### src/rtl/sflash_cmd_frontend.sv
module sflash_cmd_frontend #(
  parameter logic [7:0] MFR_ID   = 8'h5E,
  parameter logic [7:0] MEM_TYPE = 8'h25,
  parameter logic [7:0] DEV_ID   = 8'h4A
) (
  input  logic        clk,
  input  logic        rst_n,
  input  logic        cs_n,
  input  logic        sck,
  input  logic        si,
  input  logic        busy,
  input  logic [7:0]  mem_rdata,
  output logic        so,
  output logic        slow_read,
  output logic [23:0] cmd_addr,
  output logic [15:0] wr_data,
  output logic [1:0]  erase_size,
  output logic        go_read,
  output logic        go_fread,
  output logic        go_erase,
  output logic        go_prog,
  output logic        go_aai,
  output logic        go_wrsr
);
  logic       sck_q, cs_q, ign, wel, wsr_en, so_q;
  logic [2:0] bitcnt, nbytes;
  logic [1:0] jcnt;
  logic [7:0] op, shin, shout, src;

  function automatic logic [2:0] hdr_len(input logic [7:0] o);
    case (o)
      8'h03, 8'h90, 8'hAB: return 3'd4;
      8'h0B:               return 3'd5;
      8'h05, 8'h9F:        return 3'd1;
      default:             return 3'd0;
    endcase
  endfunction

  function automatic logic has_addr(input logic [7:0] o);
    case (o)
      8'h03, 8'h0B, 8'h20, 8'h52, 8'hD8, 8'h02, 8'hAD, 8'h90, 8'hAB: return 1'b1;
      default: return 1'b0;
    endcase
  endfunction

  wire       rise     = !cs_n && sck && !sck_q;
  wire       fall     = !cs_n && !sck && sck_q;
  wire       cs_up    = cs_n && !cs_q;
  wire [7:0] inb      = {shin[6:0], si};
  wire       have_op  = nbytes != 3'd0;
  wire       rd_phase = have_op && !ign && hdr_len(op) != 3'd0 && nbytes >= hdr_len(op);
  wire [7:0] stat     = {6'b0, wel, busy};
  wire       ptr_inc  = op == 8'h03 || op == 8'h0B || op == 8'h90 || op == 8'hAB;

  always_comb begin
    case (op)
      8'h03, 8'h0B: src = mem_rdata;
      8'h05:        src = stat;
      8'h9F:        src = (jcnt == 2'd0) ? MFR_ID : (jcnt == 2'd1) ? MEM_TYPE : DEV_ID;
      default:      src = cmd_addr[0] ? DEV_ID : MFR_ID;
    endcase
  end

  assign so        = !cs_n && so_q;
  assign slow_read = !cs_n && have_op && !ign && op == 8'h03;

  always_ff @(posedge clk or negedge rst_n) begin
    if (!rst_n) begin
      sck_q <= 1'b0; cs_q <= 1'b1; ign <= 1'b0; wel <= 1'b0; wsr_en <= 1'b0;
      so_q <= 1'b0; bitcnt <= 3'd0; nbytes <= 3'd0; jcnt <= 2'd0;
      op <= 8'h00; shin <= 8'h00; shout <= 8'h00;
      cmd_addr <= 24'h0; wr_data <= 16'h0; erase_size <= 2'd0;
      go_read <= 1'b0; go_fread <= 1'b0; go_erase <= 1'b0;
      go_prog <= 1'b0; go_aai <= 1'b0; go_wrsr <= 1'b0;
    end else begin
      sck_q <= sck;
      cs_q  <= cs_n;
      go_read <= 1'b0; go_fread <= 1'b0; go_erase <= 1'b0;
      go_prog <= 1'b0; go_aai <= 1'b0; go_wrsr <= 1'b0;
      if (cs_n) begin
        if (cs_up && bitcnt == 3'd0 && have_op && !ign) begin
          case (op)
            8'h06: wel <= 1'b1;
            8'h04: begin wel <= 1'b0; wsr_en <= 1'b0; end
            8'h50: wsr_en <= 1'b1;
            8'h02: if (nbytes >= 3'd5 && wel) begin go_prog <= 1'b1; wel <= 1'b0; wsr_en <= 1'b0; end
            8'hAD: if (nbytes >= 3'd6 && wel) begin go_aai <= 1'b1; wel <= 1'b0; wsr_en <= 1'b0; end
            8'h20: if (nbytes >= 3'd4 && wel) begin go_erase <= 1'b1; erase_size <= 2'd0; wel <= 1'b0; wsr_en <= 1'b0; end
            8'h52: if (nbytes >= 3'd4 && wel) begin go_erase <= 1'b1; erase_size <= 2'd1; wel <= 1'b0; wsr_en <= 1'b0; end
            8'hD8: if (nbytes >= 3'd4 && wel) begin go_erase <= 1'b1; erase_size <= 2'd2; wel <= 1'b0; wsr_en <= 1'b0; end
            8'h60, 8'hC7: if (wel) begin go_erase <= 1'b1; erase_size <= 2'd3; wel <= 1'b0; wsr_en <= 1'b0; end
            8'h01: if (nbytes >= 3'd2 && (wel || wsr_en)) begin go_wrsr <= 1'b1; wel <= 1'b0; wsr_en <= 1'b0; end
            default: ;
          endcase
        end
        bitcnt <= 3'd0; nbytes <= 3'd0; ign <= 1'b0; so_q <= 1'b0; jcnt <= 2'd0;
      end else begin
        if (rise) begin
          shin   <= inb;
          bitcnt <= bitcnt + 3'd1;
          if (bitcnt == 3'd7) begin
            if (nbytes != 3'd7) nbytes <= nbytes + 3'd1;
            if (nbytes == 3'd0) begin
              op  <= inb;
              ign <= busy && inb != 8'h05;
            end else if (!ign) begin
              if (nbytes <= 3'd3 && has_addr(op)) cmd_addr <= {cmd_addr[15:0], inb};
              if (nbytes == 3'd3 && op == 8'h03) go_read <= 1'b1;
              if (nbytes == 3'd4 && op == 8'h0B) go_fread <= 1'b1;
              if ((nbytes == 3'd1 && op == 8'h01) || (nbytes == 3'd4 && op == 8'h02))
                wr_data <= {8'h00, inb};
              if (nbytes == 3'd4 && op == 8'hAD) wr_data[15:8] <= inb;
              if (nbytes == 3'd5 && op == 8'hAD) wr_data[7:0] <= inb;
            end
          end
        end
        if (fall && rd_phase) begin
          if (bitcnt == 3'd0) begin
            so_q  <= src[7];
            shout <= {src[6:0], 1'b0};
            if (ptr_inc) cmd_addr <= cmd_addr + 24'd1;
            if (op == 8'h9F) jcnt <= (jcnt == 2'd2) ? 2'd0 : jcnt + 2'd1;
          end else begin
            so_q  <= shout[7];
            shout <= {shout[6:0], 1'b0};
          end
        end
      end
    end
  end


  wr_gate_chk: assert property (@(posedge clk) disable iff (!rst_n)
    (go_prog || go_aai || go_erase) |-> $past(wel));


  wrsr_gate_chk: assert property (@(posedge clk) disable iff (!rst_n)
    go_wrsr |-> $past(wel || wsr_en));


  wel_drop_chk: assert property (@(posedge clk) disable iff (!rst_n)
    (go_prog || go_aai || go_erase || go_wrsr) |-> !wel);


  exec_deselect_chk: assert property (@(posedge clk) disable iff (!rst_n)
    (go_prog || go_aai || go_erase || go_wrsr) |-> cs_n);


  read_selected_chk: assert property (@(posedge clk) disable iff (!rst_n)
    (go_read || go_fread) |-> !cs_n);


  one_strobe_chk: assert property (@(posedge clk) disable iff (!rst_n)
    $onehot0({go_read, go_fread, go_erase, go_prog, go_aai, go_wrsr}));
endmodule

### config.mk
export PLATFORM = sky130hd
export DESIGN_NAME = sflash_cmd_frontend
export DESIGN_NICKNAME = d
export VERILOG_FILES = /design/src/rtl/sflash_cmd_frontend.sv
export SDC_FILE = /design/constraint.sdc
export NUM_CORES = 1
export LEC_CHECK = 0
export ABC_CLOCK_PERIOD_IN_PS = 5000
export CORE_MARGIN = 5
export CORE_UTILIZATION = 45
export DETAILED_ROUTE_END_ITERATION = 6
export PLACE_DENSITY_LB_ADDON = 0.1
export SYNTH_ARGS = -nofsm -noshare
export SYNTH_HDL_FRONTEND = slang
export SYNTH_SLANG_ARGS = --single-unit
### constraint.sdc
create_clock -name clk -period 5 [get_ports clk]
set_clock_uncertainty 0.15 [all_clocks]
set_input_delay 0.5 -clock clk [delete_from_list [all_inputs] [get_ports clk]]
set_output_delay 0.5 -clock clk [all_outputs]
set_load 0.02 [all_outputs]
Yosys cells after proc, flatten, opt, wreduce, memory -nomap -nowiden

Index checks and enable logic that the tools add are counted.
W data, S select, Z words.

Flip-flop bits (word level): 85
Bits of input ports: 14
Output and inout port bits: 50
Logic and storage cells: 224

Add/sub/neg operators: 4
Magnitude comparators: 6
Equality and inequality tests: 34
Multiplexer cells: 82
Bitwise gates (word level): 3
Reduce and logical (&&, ||, !) cells: 73

Operators with widths:

| kind                    | count |
|---|---|
| $mux W24                | 8 |
| $eq A8 B8 Y1 const B    | 6 |
| $mux W1                 | 46 |
| $logic_and A1 B1 Y1     | 28 |
| $add A24 B1 Y24 const B | 1 |
| $eq A8 B3 Y1 const B    | 3 |
| $eq A8 B7 Y1 const B    | 3 |
| $mux W8                 | 3 |
| $pmux W8 S3             | 1 |
| $mux W2                 | 9 |
| $mux W3                 | 6 |
| $reduce_bool A2 Y1      | 9 |
| $eq A8 B2 Y1 const B    | 2 |
| $mux W16                | 1 |
| $mux W7                 | 2 |
| $ne A2 B2 Y1 const B    | 7 |
| $reduce_and A7 Y1       | 2 |
| $reduce_and A6 Y1       | 2 |
| $eq A3 B3 Y1 const B    | 3 |
| $ge A3 B3 Y1 const B    | 3 |
| $pmux W3 S3             | 1 |
| $reduce_and A3 Y1       | 3 |
| $reduce_or A3 Y1        | 3 |
| $reduce_or A9 Y1        | 1 |
| 33 further kinds        | 49 |

Logic depth before layout (Yosys ltp)

Depth after elaboration: 17
Depth in mapped cells: 13
Depth with buffers taken out: 10

Least setup slack after synthesis

OpenSTA, ideal clock, no wires.

Path type: register to register
Start: register op[4]
End: register cmd_addr[9]
Library setup time: 0.086 ns
Arrival: 2.902 ns
Required time: 4.764 ns
Setup slack: 1.862 ns
Stages on the path, launching flop included: 12
Path buffers: 1
Clock period less this slack: 3.138 ns
Path through: dfrtp_1 > nor4_4 > nand2_2 > a31o_1 > buf_6 > ha_1 > nor2_1 > nor2_1 > nand3_1 > a311oi_2 > a311oi_1 > nor3_1

Word-level cells in the longest chain between the ends: 17
Elaborated cells on any way between the ends: 38
Those cells by class: 1 x order compare; 11 x eq/ne; 15 x mux; 11 x reduce/logical

RTL lines:

| element                                    | line       | source |
|---|---|---|
| start, declared                            | 28         | `logic [7:0] op, shin, shout, src;` |
| start signal, assigned                     | 104        | `op <= inb;` |
| $eq A8 B8 Y1, or another cell as far along | 31, 40, 53 |  |
| $reduce_or A9 Y1                           | 40         | `case (o)` |
| $mux W1                                    | 40         |  |
| $mux W1                                    | 106        | `end else if (!ign) begin` |
| $mux W1                                    | 103        | `if (nbytes == 3'd0) begin` |
| $mux W1                                    | 101        | `if (bitcnt == 3'd7) begin` |
| $mux W1                                    | 98         | `if (rise) begin` |
| $mux W1                                    | 80         | `if (cs_n) begin` |
| $logic_and A1 B1 Y1                        | 107        | `if (nbytes <= 3'd3 && has_addr(op)) cmd_addr <= {cmd_addr[15:0], inb};` |
| $mux W24                                   | 107        |  |
| $mux W24                                   | 106        |  |
| $mux W24                                   | 103        |  |
| $mux W24                                   | 101        |  |
| $mux W24                                   | 98         |  |
| $mux W24                                   | 121        | `if (ptr_inc) cmd_addr <= cmd_addr + 24'd1;` |
| $mux W24                                   | 118        | `if (bitcnt == 3'd0) begin` |
| $mux W24 *                                 | 117        | `if (fall && rd_phase) begin` |
| end signal, assigned                       | 107        |  |
| end signal, assigned                       | 121        |  |
| end, declared                              | 15         | `output logic [23:0] cmd_addr,` |

Mark *: on every way between the ends. The rest lies on a longest branch, timed or not. The select of a mux whose other input is x is not followed.
A chain may end at the register's enable or synchronous reset.

Final worst setup path

Start: register op[0]
End: register cmd_addr[9]

The elaborated chain is that of the path after synthesis.

==> flow_summary_export.csv <==
group,metric,value,unit
synth,synth-seq-cells,84,
clocking,cts_tree,"yes",
worst_setup_path,crit_type,"reg -> reg",
synth,synth_fa_ha_area_share,2.992,%
placement,io_buffers,63,
synth,avgSynthCellArea,10.05,µm²
sta,fin_crit_sh,75.69,%
power,ir_drop,134.3,µV
final_layout,utilization,54.33,%
synth,synth_xor_area_share,1.523,%
min_path,hold_depth,2,
detailed_routing,postRouteAntennaNets,0,
sta,finalCriticalPeriod,3784,ps
floorplan,core,10140,µm²
sta,setup_violations,0,
status,status,"complete, no violations",
worst_setup_path,startpoint_type,"flop",
synth,synthCells,458,
floorplan,top_level_ports,64,
global_routing,antenna_found_initial,0,
synth,synthSimpleGateAreaFrac,22.25,%
worst_setup_path,worst-path-max-fanout,15,
detailed_routing,vias,3766,
synth,syn_nets,483,
final_layout,final_common_cell,"dfrtp_1",
worst_setup_path,worstPathCellList,"nor4b_2 -> nand3_1 -> a31o_1 -> ha_1 -> nor2_1 -> nor2_1 -> nand3_1 -> a311oi_2 -> a311oi_1 -> nor3_1",
detailed_routing,wl_per_cell,17.74,µm
sta,finalHoldViolCount,0,
synth,yosysWarnings,0,
clocking,clock_latency,370,ps
power,cellLeakagePower,2.323,nW
sta,worst_pin_slew,1116,ps
synth,yosysSeqAreaShare,45.72,%
synth,syn-cell-area,4601,µm²
sta,max_freq,264.2,MHz
synth,synth_edf_count,0,
synth,synth-compound-area-share,17.54,%
global_routing,grt_pass1_wl,19.53,mm
floorplan,die_height,111.1,µm
global_routing,grt_pass1_vias,3777,
clocking,ctsResizeCount,0,
clocking,cts_buffers,9,
clocking,clock-root-buffer,"clkbuf_8",
floorplan,std_cell_rows,37,
synth,yosys_most_used_dff,"dfrtp_1",
floorplan,die_w,111.1,µm
synth,synth_mux_area_share,6.745,%
global_routing,grt_usage,19.50,%
clocking,path_clk_slew,90,ps
flow_run,maxCapViolations,0,
placement,hpwl,8.180,mm
sta,maxSlewViolCount,0,
clocking,cts.path.max_buffers,2,
detailed_routing,first_iter_violations,206,
final_layout,nets,537,
clocking,clock-sinks,84,
placement,place.gp.congestion,0.8860,
final_layout,drive_gt1_share,9.091,%
worst_setup_path,required,5150,ps
global_routing,overflow,0,
sta,tns,0,ps
synth,async_reset_ff_share,100.0,%
synth,yosys.cell_types.count,73,
worst_setup_path,arrival,3930,ps
global_routing,grt_max_degree,61,
power,pwr_density_cell,236.2,nW/µm²
worst_setup_path,slowest_stage,"a311oi_2",
worst_setup_path,slowest_delay,770,ps
detailed_routing,routed_wl,11.58,mm
floorplan,dieArea,12350,µm²
clocking,h-tree-depth,3,
sta,relSlewSlack,25.24,%
floorplan,initial_core_util,45.38,%
worst_setup_path,rr_worst_depth,10,
worst_setup_path,endpoint_kind,"flop",
min_path,hp-class,"reg -> reg",
final_layout,num_antenna_cells,0,
detailed_routing,dr.pass1.iters,4,
detailed_routing,viasPerCell,5.767,
final_layout,area_growth,19.72,%
synth,synth_top_family_by_area,"simple AND/OR/NAND/NOR gates",
final_layout,mostFrequentLayoutCells,"dfrtp_1 (83), clkdlybuf4s50_1 (62), nor2_1 (51)",
sta,rsz0062_at_grt,"false",
detailed_routing,drcViolationCount,0,
## Yosys cell counts, types with 9 or more instances
| cell type | number | area [µm²] |
|---|---|---|
| dfrtp_1 | 83 | 2077 |
| clkbuf_1 | 12 | 45.04 |
| and3_1 | 12 | 75.07 |
| a21oi_1 | 21 | 105.1 |
| mux2_2 | 15 | 168.9 |
| nand2_1 | 28 | 105.1 |
| inv_1 | 11 | 41.29 |
| nor2_1 | 51 | 191.4 |
| ha_1 | 11 | 137.6 |
| a211oi_1 | 18 | 135.1 |
| nor3_1 | 13 | 65.06 |
| mux2_1 | 9 | 101.4 |
| nand3_1 | 18 | 90.09 |
| nor2b_1 | 10 | 62.56 |
## worst max-delay path: cells and delay by family, from the launching register on
| kind | cells | cell delay (ps) |
|---|---|---|
| AOI/OAI and AO/OA | 3 | 1390 |
| DFF | 1 | 560 |
| and+or+nand+nor | 6 | 1260 |
| adders and majority gates | 1 | 350 |
## cell families (layout without fill, tap and decap cells)
| group | Yosys count | in the layout |
|---|---|---|
| fa+ha+maj | 11 | 11 |
| flops | 84 | 84 |
| simple gates | 184 | 184 |
| compound gates | 108 | 108 |
| xor+xnor | 8 | 8 |
| buf+inv | 35 | 94 |
| mux | 28 | 28 |
## stage by stage
step                total power [W]  hold WS (ps)  instance area, µm²  worst slack [ps]  std cells
floorplan                 0.0007890         54.41                4601              1862        458
global placement          0.0008485         274.1                5314              1297        636
detailed placement        0.0008522         275.6                5314              1249        636
CTS                        0.001318         339.9                5508              1218        653
global route               0.001359         367.4                5508             910.9        653
finish                     0.001301         338.6                5508              1216        653
## registers in the layout (all words and copies together), names as in the netlist
register	cells
go_erase	1
jcnt	2
shout	7
wel	1
ign	1
sck_q	1
cs_q	1
go_prog	1
wr_data	16
bitcnt	3
go_aai	1
cmd_addr	24
go_fread	1
nbytes	3
op	8
erase_size	2
go_wrsr	1
go_read	1
wsr_en	1
so_q	1
shin	7
## routing by layer
layer  global-route usage, %  vias up  part of all wire (%)
li1                        -     1813                     -
met5                       0        -                     0
met4                   7.867        0                   2.0
met2                   29.69       99                    46
met3                   3.930       16                   4.7
met1                   27.28     1838                    47
## power breakdown
group          switching [W]  total [W]  internal, W
registers          0.0000572   0.000761     0.000704
logic              0.0000368  0.0000760    0.0000392
clock network       0.000276   0.000464     0.000188
total               0.000370    0.00130     0.000931
## cell type report
| class | instances | area [µm²] |
|---|---|---|
| timing repair buffer | 67 | 660.6 |
| fill | 918 | 4631 |
| inverter | 11 | 41.29 |
| multi-input combinational | 339 | 2349 |
| clock inverter | 7 | 60.06 |
| sequential | 84 | 2103 |
| clock buffer | 9 | 123.9 |
| tap | 136 | 170.2 |
## path summary, 6_finish.rpt
check                      startpoint     endpoint  slack (ps)
min                          shout[7]     shout[7]         340
max reg2reg                     op[0]  cmd_addr[9]        1220
min in group asynchronous       rst_n     shout[7]         410
min reg2reg                  shout[7]     shout[7]         340
max in group asynchronous       rst_n  cmd_addr[8]        3220
max                             op[0]  cmd_addr[9]        1220
## what timing repair did
| item | 4_1_cts | 5_1_grt |
|---|---|---|
| setup buffers | 0 | 0 |
| hold buffers | 1 | 0 |
| endpoints found under the hold margin | 24 | 0 |
No activity file was read; power rests on OpenSTA's default activity.
